File: config.mk
export PLATFORM = sky130hd
export DESIGN_NAME = sdcmd_path
export DESIGN_NICKNAME = d
export VERILOG_FILES = /design/src/rtl/sdcmd_pkg.sv /design/src/rtl/sdcmd_tx.sv /design/src/rtl/sdcmd_rx.sv /design/src/rtl/sdcmd_path.sv
export SDC_FILE = /design/constraint.sdc
export NUM_CORES = 1
export LEC_CHECK = 0
export ABC_AREA = 1
export ABC_CLOCK_PERIOD_IN_PS = 18150
export BUFFER_PORTS_ARGS = -buffer_cell sky130_fd_sc_hd__buf_2
export CAP_MARGIN = 15
export CORE_MARGIN = 2
export CORE_UTILIZATION = 45
export DETAILED_ROUTE_END_ITERATION = 8
export GPL_ROUTABILITY_DRIVEN = 0
export PLACE_DENSITY = 0.7
export SLEW_MARGIN = 20
export SYNTH_ARGS = -nofsm -noshare
export SYNTH_HDL_FRONTEND = slang
export SYNTH_SLANG_ARGS = --single-unit
File: constraint.sdc
create_clock -name clk -period 18.15 [get_ports clk]
set_input_delay 1.815 -clock clk [delete_from_list [all_inputs] [get_ports clk]]
set_output_delay 1.815 -clock clk [all_outputs]
set_load 0.005 [all_outputs]
File: src/rtl/sdcmd_pkg.sv
package sdcmd_pkg;

  localparam int unsigned SHORT_W = 48;
  localparam int unsigned LONG_W  = 136;

  // status bit positions
  localparam int unsigned ST_CRC_FAIL = 0;
  localparam int unsigned ST_TIMEOUT  = 2;
  localparam int unsigned ST_RESP_OK  = 6;
  localparam int unsigned ST_SENT     = 7;
  localparam int unsigned ST_BUSY     = 20;
  localparam int unsigned ST_BUSY_END = 21;

  // command word bit positions
  localparam int unsigned CW_BUSYWAIT = 11;
  localparam int unsigned CW_EN       = 12;

  typedef enum logic [1:0] {
    RSP_NONE      = 2'b00,
    RSP_SHORT_CRC = 2'b01,
    RSP_SHORT_RAW = 2'b10,
    RSP_LONG      = 2'b11
  } rsp_mode_e;

  typedef enum logic [2:0] {
    S_IDLE,
    S_TX,
    S_WAIT,
    S_RX,
    S_BUSY
  } cmd_state_e;

  // one serial step of the x^7 + x^3 + 1 divider
  function automatic logic [6:0] crc7_step(input logic [6:0] crc, input logic din);
    logic fb;
    fb = din ^ crc[6];
    crc7_step = {crc[5:0], 1'b0} ^ (fb ? 7'h09 : 7'h00);
  endfunction

endpackage

File: src/rtl/sdcmd_tx.sv
module sdcmd_tx
  import sdcmd_pkg::*;
#(
  parameter int unsigned IDX_W = 6,
  parameter int unsigned ARG_W = 32
) (
  input  logic             clk,
  input  logic             rst_n,
  input  logic             stb,
  input  logic             load,
  input  logic             flush,
  input  logic [IDX_W-1:0] idx,
  input  logic [ARG_W-1:0] arg,
  output logic             line,
  output logic             oe,
  output logic             done
);

  localparam int unsigned BODY_W  = ARG_W + IDX_W + 2;
  localparam int unsigned FRAME_W = BODY_W + 8;
  localparam int unsigned CNT_W   = $clog2(FRAME_W + 1);
  localparam logic [CNT_W-1:0] BODY_END = CNT_W'(BODY_W);
  localparam logic [CNT_W-1:0] CRC_END  = CNT_W'(BODY_W + 7);
  localparam logic [CNT_W-1:0] LAST     = CNT_W'(FRAME_W - 1);

  logic [BODY_W-1:0] sr_q, sr_d;
  logic [6:0]        crc_q, crc_d;
  logic [CNT_W-1:0]  cnt_q, cnt_d;
  logic              act_q, act_d;
  logic              line_q, line_d, oe_q, oe_d;
  logic              bit_now;

  always_comb begin
    sr_d    = sr_q;
    crc_d   = crc_q;
    cnt_d   = cnt_q;
    act_d   = act_q;
    line_d  = line_q;
    oe_d    = oe_q;
    done    = 1'b0;
    bit_now = 1'b1;
    if (cnt_q < BODY_END)     bit_now = sr_q[BODY_W-1];
    else if (cnt_q < CRC_END) bit_now = crc_q[6];

    if (flush) begin
      act_d  = 1'b0;
      oe_d   = 1'b0;
      line_d = 1'b1;
    end else if (load) begin
      sr_d  = {2'b01, idx, arg};
      crc_d = '0;
      cnt_d = '0;
      act_d = 1'b1;
    end else if (stb) begin
      if (act_q) begin
        line_d = bit_now;
        oe_d   = 1'b1;
        if (cnt_q < BODY_END) begin
          sr_d  = {sr_q[BODY_W-2:0], 1'b0};
          crc_d = crc7_step(crc_q, bit_now);
        end else begin
          crc_d = {crc_q[5:0], 1'b0};
        end
        cnt_d = cnt_q + 1'b1;
        if (cnt_q == LAST) begin
          act_d = 1'b0;
          done  = 1'b1;
        end
      end else begin
        line_d = 1'b1;
        oe_d   = 1'b0;
      end
    end
  end

  always_ff @(posedge clk or negedge rst_n) begin
    if (!rst_n) begin
      sr_q   <= '0;
      crc_q  <= '0;
      cnt_q  <= '0;
      act_q  <= 1'b0;
      line_q <= 1'b1;
      oe_q   <= 1'b0;
    end else begin
      sr_q   <= sr_d;
      crc_q  <= crc_d;
      cnt_q  <= cnt_d;
      act_q  <= act_d;
      line_q <= line_d;
      oe_q   <= oe_d;
    end
  end

  assign line = line_q;
  assign oe   = oe_q;

endmodule

File: src/rtl/sdcmd_rx.sv
module sdcmd_rx
  import sdcmd_pkg::*;
(
  input  logic              clk,
  input  logic              rst_n,
  input  logic              stb,
  input  logic              listen,
  input  logic              flush,
  input  logic              long_mode,
  input  logic              line,
  output logic              done,
  output logic              crc_ok,
  output logic [LONG_W-1:0] frame
);

  localparam int unsigned CNT_W = $clog2(LONG_W + 1);
  // serial index 0 is the start bit
  localparam logic [CNT_W-1:0] S_LO   = CNT_W'(0);
  localparam logic [CNT_W-1:0] S_HI   = CNT_W'(SHORT_W - 2);
  localparam logic [CNT_W-1:0] S_LAST = CNT_W'(SHORT_W - 1);
  localparam logic [CNT_W-1:0] L_LO   = CNT_W'(8);
  localparam logic [CNT_W-1:0] L_HI   = CNT_W'(LONG_W - 2);
  localparam logic [CNT_W-1:0] L_LAST = CNT_W'(LONG_W - 1);

  logic [LONG_W-1:0] sr_q, sr_d;
  logic [6:0]        crc_q, crc_d;
  logic [CNT_W-1:0]  cnt_q, cnt_d;
  logic              act_q, act_d;
  logic [CNT_W-1:0]  lo, hi, last;

  always_comb begin
    lo    = long_mode ? L_LO   : S_LO;
    hi    = long_mode ? L_HI   : S_HI;
    last  = long_mode ? L_LAST : S_LAST;
    sr_d  = sr_q;
    crc_d = crc_q;
    cnt_d = cnt_q;
    act_d = act_q;
    done  = 1'b0;
    if (flush) begin
      act_d = 1'b0;
    end else if (stb) begin
      if (!act_q) begin
        if (listen && !line) begin
          act_d = 1'b1;
          cnt_d = CNT_W'(1);
          sr_d  = {sr_q[LONG_W-2:0], 1'b0};
          crc_d = '0;
        end
      end else begin
        sr_d = {sr_q[LONG_W-2:0], line};
        if (cnt_q >= lo && cnt_q <= hi) crc_d = crc7_step(crc_q, line);
        cnt_d = cnt_q + 1'b1;
        if (cnt_q == last) begin
          act_d = 1'b0;
          done  = 1'b1;
        end
      end
    end
  end

  always_ff @(posedge clk or negedge rst_n) begin
    if (!rst_n) begin
      sr_q  <= '0;
      crc_q <= '0;
      cnt_q <= '0;
      act_q <= 1'b0;
    end else begin
      sr_q  <= sr_d;
      crc_q <= crc_d;
      cnt_q <= cnt_d;
      act_q <= act_d;
    end
  end

  // residue of message plus its own CRC is zero when intact
  assign crc_ok = (crc_q == 7'd0);
  assign frame  = {sr_q[LONG_W-2:0], line};

endmodule

File: src/rtl/sdcmd_path.sv
module sdcmd_path
  import sdcmd_pkg::*;
#(
  parameter int unsigned TMO_STROBES = 64,
  parameter int unsigned WORD_W      = 32,
  parameter int unsigned IDX_W       = 6,
  parameter int unsigned CMD_W       = 13,
  parameter int unsigned STAT_W      = 32
) (
  input  logic              clk,
  input  logic              rst_n,
  input  logic              ck_stb,
  input  logic              cmd_wr,
  input  logic [CMD_W-1:0]  cmd_word,
  input  logic [WORD_W-1:0] cmd_arg,
  input  logic              cmd_in,
  input  logic              dat0_in,
  input  logic              clr_wr,
  input  logic [STAT_W-1:0] clr_bits,
  input  logic              mask_wr,
  input  logic [STAT_W-1:0] mask_bits,
  output logic              cmd_out,
  output logic              cmd_oe,
  output logic [WORD_W-1:0] resp0,
  output logic [WORD_W-1:0] resp1,
  output logic [WORD_W-1:0] resp2,
  output logic [WORD_W-1:0] resp3,
  output logic [STAT_W-1:0] status,
  output logic              irq
);

  localparam int unsigned TMO_W    = $clog2(TMO_STROBES);
  localparam logic [TMO_W-1:0] TMO_LAST = TMO_W'(TMO_STROBES - 1);
  localparam int unsigned N_WORDS  = 4;

  // asynchronous assertion, synchronous release
  logic [1:0] rsync_q;
  logic       rst_i_n;
  always_ff @(posedge clk or negedge rst_n) begin
    if (!rst_n) rsync_q <= 2'b00;
    else        rsync_q <= {rsync_q[0], 1'b1};
  end
  assign rst_i_n = rsync_q[1];

  cmd_state_e  state_q, state_d;
  rsp_mode_e   mode_q, mode_d;
  logic        bw_q, bw_d;
  logic        seen_q, seen_d;
  logic [TMO_W-1:0] tcnt_q, tcnt_d;
  logic [STAT_W-1:0] sticky_q, sticky_d, set_vec, lvl_vec;
  logic [STAT_W-1:0] mask_q;
  logic [N_WORDS-1:0][WORD_W-1:0] resp_q, resp_d, resp_long;
  logic        start, abort;
  logic        tx_done, rx_done, rx_crc_ok;
  logic [LONG_W-1:0] rx_frame;

  assign start = cmd_wr && cmd_word[CW_EN] && (state_q == S_IDLE);
  assign abort = cmd_wr && !cmd_word[CW_EN] && (state_q != S_IDLE);

  sdcmd_tx #(.IDX_W(IDX_W), .ARG_W(WORD_W)) tx_i (
    .clk(clk), .rst_n(rst_i_n), .stb(ck_stb), .load(start), .flush(abort),
    .idx(cmd_word[IDX_W-1:0]), .arg(cmd_arg),
    .line(cmd_out), .oe(cmd_oe), .done(tx_done)
  );

  sdcmd_rx rx_i (
    .clk(clk), .rst_n(rst_i_n), .stb(ck_stb), .listen(state_q == S_WAIT),
    .flush(abort), .long_mode(mode_q == RSP_LONG), .line(cmd_in),
    .done(rx_done), .crc_ok(rx_crc_ok), .frame(rx_frame)
  );

  for (genvar k = 0; k < N_WORDS; k++) begin : g_long
    if (k == N_WORDS - 1) begin : g_last
      assign resp_long[k] = {rx_frame[WORD_W-1:1], 1'b0};
    end else begin : g_mid
      assign resp_long[k] = rx_frame[(N_WORDS-k)*WORD_W-1 -: WORD_W];
    end
  end

  always_comb begin
    state_d = state_q;
    mode_d  = mode_q;
    bw_d    = bw_q;
    seen_d  = seen_q;
    tcnt_d  = tcnt_q;
    resp_d  = resp_q;
    set_vec = '0;
    case (state_q)
      S_IDLE: if (start) begin
        state_d = S_TX;
        mode_d  = rsp_mode_e'(cmd_word[9:8]);
        bw_d    = cmd_word[CW_BUSYWAIT];
      end
      S_TX: if (tx_done) begin
        if (mode_q == RSP_NONE) begin
          set_vec[ST_SENT] = 1'b1;
          state_d = S_IDLE;
        end else begin
          state_d = S_WAIT;
          tcnt_d  = '0;
        end
      end
      S_WAIT: if (ck_stb) begin
        if (!cmd_in) begin
          state_d = S_RX;
        end else if (tcnt_q == TMO_LAST) begin
          set_vec[ST_TIMEOUT] = 1'b1;
          state_d = S_IDLE;
        end else begin
          tcnt_d = tcnt_q + 1'b1;
        end
      end
      S_RX: if (rx_done) begin
        if (mode_q == RSP_SHORT_RAW || rx_crc_ok) set_vec[ST_RESP_OK]  = 1'b1;
        else                                      set_vec[ST_CRC_FAIL] = 1'b1;
        if (mode_q == RSP_LONG) begin
          resp_d = resp_long;
        end else begin
          resp_d    = '0;
          resp_d[0] = rx_frame[WORD_W+7:8];
        end
        seen_d  = 1'b0;
        state_d = bw_q ? S_BUSY : S_IDLE;
      end
      S_BUSY: if (ck_stb) begin
        if (!dat0_in) begin
          seen_d = 1'b1;
        end else begin
          set_vec[ST_BUSY_END] = seen_q;
          state_d = S_IDLE;
        end
      end
      default: state_d = S_IDLE;
    endcase
    if (abort) begin
      state_d = S_IDLE;
      set_vec = '0;
      resp_d  = resp_q;
    end
    sticky_d = (sticky_q & ~(clr_wr ? clr_bits : '0)) | set_vec;
  end

  always_ff @(posedge clk or negedge rst_i_n) begin
    if (!rst_i_n) begin
      state_q  <= S_IDLE;
      mode_q   <= RSP_NONE;
      bw_q     <= 1'b0;
      seen_q   <= 1'b0;
      tcnt_q   <= '0;
      sticky_q <= '0;
      mask_q   <= '0;
      resp_q   <= '0;
    end else begin
      state_q  <= state_d;
      mode_q   <= mode_d;
      bw_q     <= bw_d;
      seen_q   <= seen_d;
      tcnt_q   <= tcnt_d;
      sticky_q <= sticky_d;
      resp_q   <= resp_d;
      if (mask_wr) mask_q <= mask_bits;
    end
  end

  always_comb begin
    lvl_vec = '0;
    lvl_vec[ST_BUSY] = (state_q == S_BUSY) && !dat0_in;
  end

  assign status = sticky_q | lvl_vec;
  assign irq    = |(status & mask_q);
  assign resp0  = resp_q[0];
  assign resp1  = resp_q[1];
  assign resp2  = resp_q[2];
  assign resp3  = resp_q[3];

  logic unused_bits;
  assign unused_bits = ^{cmd_word[CMD_W-1:IDX_W], rx_frame[LONG_W-1:N_WORDS*WORD_W]};

endmodule

==> flow_summary.toml <==
[status]
status = "finished, final reports clean"

[timing]
rsz0062_at_grt = "no"
slew_headroom = 0.255
setup_ws_ps = 13860
final_hold_viol_count = 0
finalCriticalPeriod_ps = 4290
fin_skew_ps = 17.7
timing.fmax_ghz = 0.233
setup_violations = 0
worstMarginPinSlew_ps = 1120
tns_ps = 0
holdWs_ps = 352
final_max_slew_viol_count = 0
timing.final.crit_share = 0.236

[clock_tree]
h-tree-depth = 2
cts_setup_buffers = 0
cts_resized = 0
cts.sinks = 405
insertion_delay_ps = 560
numCtsBuffers = 44
cts_root_buf = "clkbuf_16"
cts_tree = "yes"
clk_pin_slew_ps = 50
holdBufCountCts = 0
cts_buffer_depth = 3

[worst_setup_path]
cp.arrival_ps = 2470
crit_type = "primary input to primary output"
critPathRequiredTime_ps = 16330
cp_max_fo = 3
crit_top_cell = "buf_2"
end_kind = "primary output"
crit_chain = "buf_2, o21ai_0, nand2_1, nand3_1, buf_2"
cpMaxStageDelayCell = "o21ai_0"
worstSetupStartpointType = "primary input"
max_stage_delay_ps = 260

[yosys]
ys_seq_area_frac = 0.581
netlist_area_sq_um = 17400
yosysWarningCount = 0
synth_edf_count = 0
synth.net_count = 1912
synth_seq_cells = 405
syn_inst = 1787
syn_area_per_cell_sq_um = 9.76
synth_ff_type = "dfrtp_1"
synth-async-reset-ratio = 1.00
yosysUniqueCellTypes = 42

[power]
vdd_ir_drop_max_v = 0.0000792
power_density_nw_per_um2 = 135
p_leak_nw = 10.3
total_power_w = 0.00274

[die]
ios = 280
placementRows = 72
start_util = 0.454
chipWidth_microns = 201
core-area_sq_um = 38500
die_h_microns = 201
die-area_sq_um = 40400

[global_route]
grt-ovfl-total = 0
grt_max_degree = 179
grt_first_pass_wirelength_microns = 65100
gr-usage-all-layers = 0.195
antenna_found_initial = 1
first_global_vias = 12800

[routing]
drt_iter0_markers = 795
routedWlPerCell_microns = 15.2
routed_wl_microns = 38500
drt-pass1-iter-count = 5
drc = 0
ant_nets = 0
via_count = 12800
routed_via_density = 5.04

[finish]
area_delta_synth_final_pct = 16.8
nets = 2114
drive_gt1_frac = 0.247

[placed_design]
dp_hpwl_microns = 24800
port_buffers = 275
pre_cts_ws_ps = 13320

[worst_hold_path]
hp-class = "flip-flop to flip-flop"

[flow_run]
drv_cap = 0
report_power, final:
group / total (W) / internal [W] / leakage [nW] / switching [W]
clock: 0.000939 / 0.000580 / 0.761 / 0.000359
sequential: 0.00122 / 0.00109 / 5.29 / 0.000129
combinational: 0.000584 / 0.000184 / 4.24 / 0.000400
total: 0.00274 / 0.00186 / 10.3 / 0.000888
per-stage QoR:
step	util	instances	instance area, sq um
after floorplan	-	1787	17400
after global placement	0.490	2461	18800
after detailed placement	0.490	2461	18800
after CTS	0.530	2540	20400
after global routing	0.530	2541	20400
final	0.530	2541	20400
registers in the layout (all words and copies together) (netlist names), 2 cells and up:
signal,cells
rx_i.sr_q,127
tx_i.sr_q,40
mask_q,32
resp0,32
resp1,32
resp2,32
sticky_q,32
resp3,31
rx_i.cnt_q,8
rx_i.crc_q,7
tx_i.crc_q,7
tcnt_q,6
tx_i.cnt_q,6
state_q,3
mode_q,2
rsync_q,2
area by class of cell:
type / instances / area (sq um)
inverters: 155 / 589
multi-input cells: 1097 / 5990
fillers: 3553 / 18100
flip-flops and latches: 405 / 10100
clock buffers: 63 / 1290
well taps: 518 / 648
clock inverters: 16 / 238
diodes: 1 / 2.50
repair buffers: 286 / 1480
critical path, delay by kind of cell:
family	cells	cell delay (ps)
AO/OA/AOI/OAI	1	260
buffers and inverters	2	230
AND/OR/NAND/NOR	2	160
cells by family after synthesis:
group	after synthesis	synth area share
other cells	2	0.000430
simple gates	703	0.162
fa+ha+maj	8	0.00574
compound gates	343	0.149
buf+inv	285	0.0772
xor+xnor	9	0.00452
flops	405	0.581
mux	32	0.0202
Yosys cell counts (8+ instances only):
| cell | instances | share of area |
|---|---|---|
| o31ai_2 | 94 | 0.067 |
| inv_1 | 149 | 0.032 |
| nor3_1 | 49 | 0.014 |
| a21boi_0 | 21 | 0.0090 |
| buf_4 | 37 | 0.016 |
| o22ai_1 | 30 | 0.011 |
| nand2_1 | 488 | 0.10 |
| nand3_1 | 34 | 0.0098 |
| a21oi_1 | 18 | 0.0052 |
| buf_6 | 12 | 0.0077 |
| ha_1 | 8 | 0.0057 |
| o21ai_0 | 131 | 0.038 |
| nor2_1 | 105 | 0.023 |
| mux2_2 | 26 | 0.017 |
| xor2_1 | 8 | 0.0040 |
| buf_2 | 39 | 0.011 |
| clkbuf_1 | 41 | 0.0088 |
| a31oi_1 | 32 | 0.011 |
| nand4_1 | 12 | 0.0043 |
| dfrtp_1 | 404 | 0.58 |
layout by cell type, fill, tap and decap left out, types with 2 or more instances in the layout:
cell type,n
nand2_1,487
dfrtp_1,403
buf_2,275
inv_1,149
o21ai_0,131
nor2_1,105
o31ai_2,94
nor3_1,49
clkbuf_16,45
nand3_1,33
a31oi_1,32
o22ai_1,30
mux2_2,26
a21boi_0,21
a21oi_1,18
nand4_1,12
clkbuf_8,10
buf_4,9
xor2_1,8
ha_1,8
clkinv_2,8
clkbuf_1,8
mux2i_1,6
bufinv_16,6
inv_2,4
a221oi_1,4
or2_2,4
nor2_2,3
nand2_2,3
a22o_1,3
o31ai_1,3
nor2_4,2
o21ai_1,2
conb_1,2
inv_6,2
routing by layer:
| layer | wire, microns | track usage |
|---|---|---|
| met1 | 17300 | 0.263 |
| met2 | 18300 | 0.318 |
| met3 | 1810 | 0.0341 |
| met4 | 1080 | 0.0698 |
| met5 | 0 | 0 |
worst paths after layout:
| path | startpoint | to | slack [ps] | cells after the start |
|---|---|---|---|---|
| min | rsync_q[0] | rsync_q[1] | 350 | 0 |
| max reg2reg | state_q[1] | rx_i.crc_q[4] | 14690 | 10 |
| min reg2reg | rsync_q[0] | rsync_q[1] | 350 | 0 |
| max in group asynchronous | rsync_q[1] | rx_i.sr_q[105] | 15310 | 2 |
| min in group asynchronous | rsync_q[1] | tx_i.sr_q[22] | 450 | 0 |
| max | dat0_in | irq | 13860 | 5 |
Power figures use the tool's default switching activity.
